### config.mk
export PLATFORM = sky130hd
export DESIGN_NAME = sreg_serial_port
export DESIGN_NICKNAME = d
export VERILOG_FILES = /design/src/rtl/sreg_pkg.sv /design/src/rtl/sreg_sampler.sv /design/src/rtl/sreg_frame.sv /design/src/rtl/sreg_regs.sv /design/src/rtl/sreg_serial_port.sv
export SDC_FILE = /design/constraint.sdc
export NUM_CORES = 1
export LEC_CHECK = 0
export BUFFER_PORTS_ARGS = -buffer_cell sky130_fd_sc_hd__buf_2
export CORE_AREA = 2 2 154 156
export CTS_CLUSTER_DIAMETER = 200
export DETAILED_ROUTE_END_ITERATION = 6
export DIE_AREA = 0 0 156 158
export SLEW_MARGIN = 20
export SYNTH_ARGS = -nofsm -noshare
export SYNTH_HDL_FRONTEND = slang
export SYNTH_SLANG_ARGS = --single-unit
### constraint.sdc
create_clock -name clk -period 2.1 [get_ports clk]
set_clock_uncertainty 0.2 [all_clocks]
set_input_delay 0.105 -clock clk [delete_from_list [all_inputs] [get_ports clk]]
set_output_delay 0.105 -clock clk [all_outputs]
set_load 0.05 [all_outputs]
### src/rtl/sreg_pkg.sv
package sreg_pkg;
  localparam int WORD_W    = 16;
  localparam int ADDR_W    = 2;
  localparam int REG_W     = WORD_W - ADDR_W;
  localparam int CAL_SEL_W = 2;
  localparam int CAL_N     = 2 ** CAL_SEL_W;

  typedef enum logic [ADDR_W-1:0] {
    WA_NONE = 2'b00,
    WA_TEST = 2'b01,
    WA_CAL  = 2'b10,
    WA_CTRL = 2'b11
  } waddr_e;

  typedef enum logic [1:0] {
    RS_RESULT = 2'b00,
    RS_TEST   = 2'b01,
    RS_CAL    = 2'b10,
    RS_STATUS = 2'b11
  } rsel_e;

  // Field order, MSB first, defines the bit positions of the control word.
  typedef struct packed {
    logic                 sgl_diff;
    logic [2:0]           chan;
    logic [1:0]           pwr;
    rsel_e                rd_sel;
    logic                 if_mode;
    logic                 conv_go;
    logic                 cal_sys;
    logic [CAL_SEL_W-1:0] cal_sel;
    logic                 cal_go;
  } ctrl_t;

  function automatic logic [ADDR_W-1:0] word_addr(input logic [WORD_W-1:0] w);
    return w[WORD_W-1 -: ADDR_W];
  endfunction

  function automatic logic [REG_W-1:0] word_data(input logic [WORD_W-1:0] w);
    return w[REG_W-1:0];
  endfunction

  function automatic logic [WORD_W-1:0] widen_reg(input logic [REG_W-1:0] d);
    return {{ADDR_W{1'b0}}, d};
  endfunction
endpackage

### src/rtl/sreg_sampler.sv
module sreg_sampler #(
  parameter int STAGES = 2
) (
  input  logic clk,
  input  logic rst_n,
  input  logic sclk_in,
  input  logic sync_n_in,
  input  logic sdi_in,
  output logic sclk_rise,
  output logic sclk_fall,
  output logic frame_act,
  output logic frame_start,
  output logic frame_end,
  output logic sdi_s
);
  localparam int NSIG = 3;
  localparam logic [NSIG-1:0] IDLE = 3'b010;  // {sclk, sync_n, sdi}

  logic [NSIG-1:0] chain [STAGES];
  logic            sclk_d;
  logic            act_d;

  genvar g;
  generate
    for (g = 0; g < STAGES; g++) begin : g_stage
      if (g == 0) begin : g_first
        always_ff @(posedge clk or negedge rst_n) begin
          if (!rst_n) chain[g] <= IDLE;
          else        chain[g] <= {sclk_in, sync_n_in, sdi_in};
        end
      end else begin : g_next
        always_ff @(posedge clk or negedge rst_n) begin
          if (!rst_n) chain[g] <= IDLE;
          else        chain[g] <= chain[g-1];
        end
      end
    end
  endgenerate

  logic [NSIG-1:0] synced;
  assign synced    = chain[STAGES-1];
  assign frame_act = ~synced[1];
  assign sdi_s     = synced[0];

  always_ff @(posedge clk or negedge rst_n) begin
    if (!rst_n) begin
      sclk_d <= 1'b0;
      act_d  <= 1'b0;
    end else begin
      sclk_d <= synced[2];
      act_d  <= frame_act;
    end
  end

  assign sclk_rise   = synced[2] & ~sclk_d;
  assign sclk_fall   = ~synced[2] & sclk_d;
  assign frame_start = frame_act & ~act_d;
  assign frame_end   = ~frame_act & act_d;
endmodule

### src/rtl/sreg_frame.sv
module sreg_frame #(
  parameter int W = 16,
  localparam int CNT_W = $clog2(W + 1)
) (
  input  logic             clk,
  input  logic             rst_n,
  input  logic             sclk_rise,
  input  logic             sclk_fall,
  input  logic             frame_act,
  input  logic             frame_start,
  input  logic             frame_end,
  input  logic             sdi_s,
  input  logic [W-1:0]     load_word,
  output logic [W-1:0]     rx_word,
  output logic             frame_done,
  output logic             frame_abort,
  output logic [CNT_W-1:0] bit_cnt,
  output logic             sdo
);
  localparam logic [CNT_W-1:0] FULL = CNT_W'(W);
  localparam logic [CNT_W-1:0] LAST = CNT_W'(W - 1);

  logic [W-1:0]     rx_q;
  logic [W-1:0]     tx_q;
  logic [CNT_W-1:0] cnt_q;
  logic             done_q;
  logic             abort_q;
  logic             take;
  logic             shift_out;

  assign take      = frame_act & sclk_rise & ~frame_start & (cnt_q < FULL);
  assign shift_out = frame_act & sclk_fall & ~frame_start;

  always_ff @(posedge clk or negedge rst_n) begin
    if (!rst_n) begin
      rx_q    <= '0;
      tx_q    <= '0;
      cnt_q   <= '0;
      done_q  <= 1'b0;
      abort_q <= 1'b0;
    end else begin
      done_q  <= take && (cnt_q == LAST);
      abort_q <= frame_end && (cnt_q != '0) && (cnt_q < FULL);
      if (frame_start) begin
        cnt_q <= '0;
        tx_q  <= load_word;
      end else begin
        if (take) begin
          rx_q  <= {rx_q[W-2:0], sdi_s};
          cnt_q <= cnt_q + 1'b1;
        end
        if (shift_out) tx_q <= {tx_q[W-2:0], 1'b0};
      end
    end
  end

  assign rx_word     = rx_q;
  assign frame_done  = done_q;
  assign frame_abort = abort_q;
  assign bit_cnt     = cnt_q;
  assign sdo         = frame_act & tx_q[W-1];
endmodule

### src/rtl/sreg_regs.sv
module sreg_regs
  import sreg_pkg::*;
#(
  parameter int RES_W = 12
) (
  input  logic              clk,
  input  logic              rst_n,
  input  logic              frame_done,
  input  logic [WORD_W-1:0] rx_word,
  input  logic              conv_done,
  input  logic              cal_done,
  input  logic [RES_W-1:0]  conv_result,
  input  logic [WORD_W-1:0] stat_word,
  output ctrl_t             ctrl,
  output logic [WORD_W-1:0] read_word
);
  ctrl_t            ctrl_q;
  logic [REG_W-1:0] test_q;
  logic [REG_W-1:0] cal_q [CAL_N];
  waddr_e           wr_addr;
  logic [REG_W-1:0] wr_data;
  logic             wr_ctrl;
  logic             wr_test;
  logic             wr_cal;

  function automatic logic [WORD_W-1:0] pad_result(input logic [RES_W-1:0] r);
    return {{(WORD_W - RES_W){1'b0}}, r};
  endfunction

  assign wr_addr = waddr_e'(word_addr(rx_word));
  assign wr_data = word_data(rx_word);
  assign wr_ctrl = frame_done && (wr_addr == WA_CTRL);
  assign wr_test = frame_done && (wr_addr == WA_TEST);
  assign wr_cal  = frame_done && (wr_addr == WA_CAL) && !ctrl_q.cal_go;

  always_ff @(posedge clk or negedge rst_n) begin
    if (!rst_n) begin
      ctrl_q <= '0;
    end else if (wr_ctrl) begin
      ctrl_q <= ctrl_t'(wr_data);
    end else begin
      if (frame_done) ctrl_q.if_mode <= 1'b0;
      if (conv_done)  ctrl_q.conv_go <= 1'b0;
      if (cal_done)   ctrl_q.cal_go  <= 1'b0;
    end
  end

  always_ff @(posedge clk or negedge rst_n) begin
    if (!rst_n)       test_q <= '0;
    else if (wr_test) test_q <= wr_data;
  end

  genvar g;
  generate
    for (g = 0; g < CAL_N; g++) begin : g_cal
      always_ff @(posedge clk or negedge rst_n) begin
        if (!rst_n) cal_q[g] <= '0;
        else if (wr_cal && (ctrl_q.cal_sel == CAL_SEL_W'(g))) cal_q[g] <= wr_data;
      end
    end
  endgenerate

  always_comb begin
    unique case (ctrl_q.rd_sel)
      RS_RESULT: read_word = pad_result(conv_result);
      RS_TEST:   read_word = widen_reg(test_q);
      RS_CAL:    read_word = ctrl_q.cal_go ? '0 : widen_reg(cal_q[ctrl_q.cal_sel]);
      default:   read_word = stat_word;
    endcase
  end

  assign ctrl = ctrl_q;
endmodule

### src/rtl/sreg_serial_port.sv
module sreg_serial_port
  import sreg_pkg::*;
#(
  parameter int RES_W       = 12,
  parameter int SYNC_STAGES = 2
) (
  input  logic              clk,
  input  logic              rst_n,
  input  logic              sclk,
  input  logic              sync_n,
  input  logic              sdi,
  output logic              sdo,
  input  logic [RES_W-1:0]  conv_result,
  input  logic [WORD_W-1:0] stat_word,
  input  logic              conv_done,
  input  logic              cal_done,
  output logic              sgl_diff,
  output logic [2:0]        chan_sel,
  output logic [1:0]        pwr_mode,
  output logic [1:0]        rd_sel,
  output logic              if_mode,
  output logic              conv_go,
  output logic              cal_sys,
  output logic [1:0]        cal_sel,
  output logic              cal_go
);
  localparam int CNT_W = $clog2(WORD_W + 1);

  // Named internal events, observed by the bound checker.
  logic              sclk_rise;
  logic              sclk_fall;
  logic              frame_act;
  logic              frame_start;
  logic              frame_end;
  logic              sdi_s;
  logic              frame_done;
  logic              frame_abort;
  logic [CNT_W-1:0]  bit_cnt;
  logic [WORD_W-1:0] rx_word;
  logic [WORD_W-1:0] read_word;
  logic [ADDR_W-1:0] rx_addr;
  logic [REG_W-1:0]  ctrl_bits;
  ctrl_t             ctrl_q;

  sreg_sampler #(.STAGES(SYNC_STAGES)) u_sampler (
    .clk         (clk),
    .rst_n       (rst_n),
    .sclk_in     (sclk),
    .sync_n_in   (sync_n),
    .sdi_in      (sdi),
    .sclk_rise   (sclk_rise),
    .sclk_fall   (sclk_fall),
    .frame_act   (frame_act),
    .frame_start (frame_start),
    .frame_end   (frame_end),
    .sdi_s       (sdi_s)
  );

  sreg_frame #(.W(WORD_W)) u_frame (
    .clk         (clk),
    .rst_n       (rst_n),
    .sclk_rise   (sclk_rise),
    .sclk_fall   (sclk_fall),
    .frame_act   (frame_act),
    .frame_start (frame_start),
    .frame_end   (frame_end),
    .sdi_s       (sdi_s),
    .load_word   (read_word),
    .rx_word     (rx_word),
    .frame_done  (frame_done),
    .frame_abort (frame_abort),
    .bit_cnt     (bit_cnt),
    .sdo         (sdo)
  );

  sreg_regs #(.RES_W(RES_W)) u_regs (
    .clk         (clk),
    .rst_n       (rst_n),
    .frame_done  (frame_done),
    .rx_word     (rx_word),
    .conv_done   (conv_done),
    .cal_done    (cal_done),
    .conv_result (conv_result),
    .stat_word   (stat_word),
    .ctrl        (ctrl_q),
    .read_word   (read_word)
  );

  assign rx_addr   = word_addr(rx_word);
  assign ctrl_bits = ctrl_q;

  assign sgl_diff = ctrl_q.sgl_diff;
  assign chan_sel = ctrl_q.chan;
  assign pwr_mode = ctrl_q.pwr;
  assign rd_sel   = ctrl_q.rd_sel;
  assign if_mode  = ctrl_q.if_mode;
  assign conv_go  = ctrl_q.conv_go;
  assign cal_sys  = ctrl_q.cal_sys;
  assign cal_sel  = ctrl_q.cal_sel;
  assign cal_go   = ctrl_q.cal_go;
endmodule

Word-level counts from Yosys, hierarchy flattened
Index checks and enable logic that the tools add are counted.
{"block": "word_totals", "mem_bits_ro": 0, "latch_bits": 0, "reg_bits": 130, "output_inout_bits": 15, "ramBits": 0, "input_bits": 35, "n_memories": 0}
{"block": "op_classes", "n_lt_le_gt_ge": 2, "n_shift": 0, "n_reduce_logical": 18, "eq_ne": 9, "n_bitwise": 15, "muxes": 14, "mul": 0, "n_addsub": 1, "div_mod_pow": 0}
{"cell": "$pmux W16 S3", "n": 1}
{"cell": "$mux W14", "n": 3}
{"cell": "$mux W16", "n": 2}
{"cell": "$bmux W14 S2", "n": 1}
{"cell": "$eq A2 B2 Y1 const B", "n": 5}
{"cell": "$mux W5", "n": 2}
{"cell": "$reduce_bool A2 Y1", "n": 5}
{"cell": "$and A1 B1 Y1", "n": 9}
{"cell": "$logic_and A1 B1 Y1", "n": 9}
{"cell": "$eq A2 B1 Y1 const B", "n": 3}
{"cell": "$add A5 B1 Y5 const B", "n": 1}
{"cell": "$eq A5 B4 Y1 const B", "n": 1}
{"cell": "$lt A5 B5 Y1 const B", "n": 1}
{"cell": "$not A1 Y1", "n": 5}
{"cell": "$logic_not A2 Y1", "n": 2}
{"cell": "$mux W1", "n": 4}
{"cell": "$ge A3 B3 Y1 const B", "n": 1}
{"cell": "$not A2 Y3", "n": 1}
{"cell": "$mux W2", "n": 1}
{"cell": "$reduce_and A2 Y1", "n": 1}
{"cell": "$logic_not A1 Y1", "n": 1}

Longest topological paths before layout
{"block": "depth", "ltp_word": 7, "mapped_depth": 6}

Modules after synthesis
From an unflattened synthesis, not the netlist that was laid out.
{"block": "hier_totals", "hier_cells": 438, "area_unflattened_um2": 5845.6}
{"mod": "sreg_regs", "n_inst": 1, "cells_each": 288, "seq_area_each_um2": 2102.0, "area_each_um2": 3926.3}
{"mod": "sreg_frame", "n_inst": 1, "cells_each": 137, "seq_area_each_um2": 975.9, "area_each_um2": 1687.9}
{"mod": "sreg_sampler", "n_inst": 1, "cells_each": 13, "seq_area_each_um2": 202.7, "area_each_um2": 231.5}

Least setup slack after synthesis
OpenSTA, ideal clock, no wires.
{"block": "synth_path", "path_type": "register to register", "startpoint": "register u_regs.ctrl[1] (netlist name)", "endpoint": "register u_frame.tx_q[10]", "period_less_slack_ns": 2.177, "stages_incl_launch_ff": 7, "required_time_ns": 1.774, "n_path_buf": 2, "path_slack_ns": -0.077, "arrival_ns": 1.850, "cell_sequence": "dfrtp_1 > buf_6 > buf_12 > mux4_2 > nand2_1 > a31oi_1 > a221o_1"}
{"block": "synth_via", "elab_chain_len": 7}
{"element": "$not A2 Y3 (not written as such)", "line_no": "sreg_regs.sv:67", "text": "RS_CAL: read_word = ctrl_q.cal_go ? '0 : widen_reg(cal_q[ctrl_q.cal_sel]);"}
{"element": "$bmux W14 S2", "line_no": "sreg_regs.sv:67"}
{"element": "$mux W14 (not written as such) (2 in series)", "line_no": "sreg_regs.sv:67"}
{"element": "$mux W14", "line_no": "sreg_regs.sv:67"}
{"element": "$pmux W16 S3", "line_no": "sreg_regs.sv:64", "text": "unique case (ctrl_q.rd_sel)"}
{"element": "$mux W16", "line_no": "sreg_frame.sv:44", "text": "if (frame_start) begin"}
{"element": "end signal: assignment", "line_no": "sreg_frame.sv:46", "text": "tx_q <= load_word;"}
{"element": "end signal: assignment", "line_no": "sreg_frame.sv:52", "text": "if (shift_out) tx_q <= {tx_q[W-2:0], 1'b0};"}
{"element": "end: declaration", "line_no": "sreg_frame.sv:24", "text": "logic [W-1:0] tx_q;"}
No other way between the ends. The select of a mux whose other input is x is not followed.
A chain may end at the register's enable or synchronous reset.

Worst setup path after layout
{"block": "layout_path", "startpoint": "register u_regs.ctrl[1] (netlist name)", "endpoint": "register u_frame.tx_q[4]"}
{"block": "layout_via", "elab_chain_len": 7}
{"element": "$not A2 Y3 (not written as such)", "line_no": "sreg_regs.sv:67"}
{"element": "$bmux W14 S2", "line_no": "sreg_regs.sv:67"}
{"element": "$mux W14 (not written as such) (2 in series)", "line_no": "sreg_regs.sv:67"}
{"element": "$mux W14", "line_no": "sreg_regs.sv:67"}
{"element": "$pmux W16 S3", "line_no": "sreg_regs.sv:64"}
{"element": "$mux W16", "line_no": "sreg_frame.sv:44"}
No other way between the ends. The select of a mux whose other input is x is not followed.

==> flow_summary.toml <==
[outcome]
outcome = "finished with violations"
violations = "hold timing"

[detailed_routing]
drt_first_pass_iters = 5
drtAntennaViolNets = 0
route.detailed.drc = 0
route.vias.total = 3792
routed_via_density = 4.62
wl_per_cell_um = 16.7
drt_iter0_drc = 208
wl_mm = 13.7

[power]
clockPowerShare_pct = 50.0
p_comb_share_pct = 5.0
p_sw_share_pct = 24.2
p_leak_nw = 3.46
vdd_drop_max_mv = 0.433
pwr-share-seq_pct = 45.0
power_density_nw_per_um2 = 816
switching_power_mw = 1.45
power_mw = 5.97
internal_power_mw = 4.52

[cts]
path_clk_slew_ns = 0.06
cts.sinks = 130
htree_levels = 4
cts_root_buffer = "clkbuf_16"
numCtsBuffers = 17
clk-insertion-delay-late_ns = 0.42
cts_tree = "yes"
clockBufferDepth = 2

[finish]
multi_input_area_sq_um = 2250
fin_nets = 555
drive_gt1_share_pct = 39.4
fin_cells = 821
fin_util_pct = 31.7
final_cell_mix = "125 x dfrtp_1, 85 x mux2_2, 48 x buf_2, 44 x nand2_1, 43 x o21ai_0"
antenna_cells = 0
fill_cells = 2282
layout_commonest_cell = "dfrtp_1"
area_delta_synth_final_pct = 29.5
ff_latch_area_sq_um = 3260

[critical_path]
r2r_cells = 4
crit_start = "u_regs.ctrl[1]"
worst_setup_path_start_kind = "register"
critPathCapture = "u_frame.tx_q[4]"
reg2reg_from = "u_regs.ctrl[1]"
required_ns = 2.21
end_kind = "register"
r2r_setup_slack_ns = 0.04
cp_max_fo = 17
worstPathArrival_ns = 2.17
r2r-end = "u_frame.tx_q[4]"
critical_path_class = "reg2reg"

[sta]
post-route-period-util_pct = 98.3
tightest_slew_ns = 0.839
relSlewSlack_pct = 43.8
grt_setup_unrepaired = "false"
period_minus_slack_ns = 2.06
slew_violations = 0
setup_viol = 0
hold_viol = 1
fmax_mhz = 485
hold_ws_ns = -0.0122

[synthesis]
yosysTopAreaCell = "dfrtp_1"
syn-num-nets = 452
syn_inst = 415
ys_warn_count = 0
netlist_area_sq_um = 5650
synth_cell_types = 40
ys_seq_area_share_pct = 57.6
avgSynthCellArea_sq_um = 13.6
ys_ff_latch = 130
synthTopCellsByArea = "dfrtp_1 57%, mux2_2 17%, mux4_1 5.6%"
synth_top_area_share_pct = 56.7

[floorplanning]
io_pins = 50
num_rows = 56
die_area_sq_um = 24600
die_height_um = 158
coreArea_sq_um = 23100
die_x_um = 156
start_util_pct = 24.5

[global_routing]
antenna_found_initial = 0
grt.total_usage_pct = 12.0
overflow = 0
grt_start_max_net_pins = 41
grt_pass1_wl_mm = 22.4
grt_pass1_vias = 3946

[place]
gp_congestion = 0.738
io_buffers = 49
place_hpwl_mm = 9.37
place_inst = 754

[run]
maxCapViolCount = 0

[hold_path]
hold_path.class = "in2reg"
whs_path_depth = 4
==> logic make-up after synthesis <==
logic type               count (synthesis)  share of synthesized area [%]
AO/OA/AOI/OAI                           78                           8.46
XOR/XNOR                                 1                          0.155
adder cells (fa/ha/maj)                  2                          0.443
buffers and inverters                   30                           2.75
flip-flops                             130                           57.6
multiplexers                           102                           23.9
AND/OR/NAND/NOR                         72                           6.69
==> cell type report <==
type | instances | share of cell area, %
timing repair buffer | 107 | 11.2
tap | 290 | 4.96
clock buffer | 17 | 5.82
clock inverter | 15 | 2.38
sequential | 130 | 44.6
multi-input combinational | 255 | 30.7
inverter | 7 | 0.359
==> cell usage after synthesis <==
cell	count
dfrtp_1	128
mux2_2	85
nand2_1	44
o21ai_0	43
clkbuf_1	13
mux4_1	12
a221o_1	11
a31oi_1	11
inv_1	7
buf_2	6
nand3b_1	4
nor2_1	4
o21ai_1	4
a221oi_1	3
mux2i_1	3
nand2b_1	3
a21oi_1	2
buf_6	2
dfstp_2	2
ha_1	2
mux4_2	2
nand3_1	2
nand3b_2	2
nand4_1	2
nor3b_1	2
o22ai_1	2
a21o_1	1
and2_1	1
and3_1	1
and4bb_2	1
buf_12	1
clkbuf_4	1
nand3_2	1
nor2b_1	1
nor3_4	1
nor3b_4	1
nor4_1	1
o21a_1	1
or2_2	1
xnor2_1	1
==> layer usage <==
metal / wire length (um) / track usage (%)
met5: 0 / 0
met4: 233 / 4.37
met3: 687 / 3.72
met2: 6280 / 18.8
met1: 6510 / 15.6
==> power groups by stage <==
stage	combinational (mW)	clock, mW	sequential [mW]
6_report	0.300	2.98	2.69
5_1_grt	0.337	3.17	2.70
4_1_cts	0.306	3.05	2.68
3_5_place_dp	0.247	0	2.73
3_3_place_gp	0.238	0	2.73
2_1_floorplan	0.121	0	2.69
==> through the flow <==
| stage | setup slack, ns | setup TNS, ns | area, sq um |
|---|---|---|---|
| detailed placement | -0.0679 | -0.268 | 6340 |
| CTS | 0.0280 | 0 | 7300 |
| finish | 0.0365 | 0 | 7310 |
| global route | 0.0182 | 0 | 7310 |
| global placement | -0.0390 | -0.120 | 6340 |
| floorplan | 0.0628 | 0 | 5650 |
==> worst min-delay path by stage <==
stage                              end  slack [ns]           from
floorplan           u_frame.bit_cnt[0]       -0.39          rst_n
global route          u_frame.tx_q[13]        0.02  stat_word[13]
global placement        u_regs.ctrl[8]       -0.11          rst_n
CTS                   u_frame.tx_q[13]       0.008  stat_word[13]
finish                u_frame.tx_q[13]       -0.01  stat_word[13]
detailed placement      u_regs.ctrl[4]       -0.11          rst_n
==> sequential cells by signal (all words and copies together) (netlist names), 3 cells and up <==
name	cells
u_regs.ctrl	14
u_sampler.synced	3
u_frame.rx_word	16
u_frame.bit_cnt	5
u_regs.cal_q	56
u_regs.test_q	14
u_frame.tx_q	16
u_sampler.chain	3
==> timing repair <==
action | CTS | global route
setup buffers | 0 | 1
hold buffers | 34 | 0
endpoints found under the hold margin | 148 | 0
endpoints found under the setup margin | 8 | 3
gates resized for setup | 2 | 3
==> worst max-delay path, cell delays in order, from the launching register on <==
cell	delay, ns
dfrtp_4	0.62
mux4_1	0.66
nand2_1	0.11
a31oi_1	0.09
a221o_1	0.27
Power figures use the tool's default switching activity.
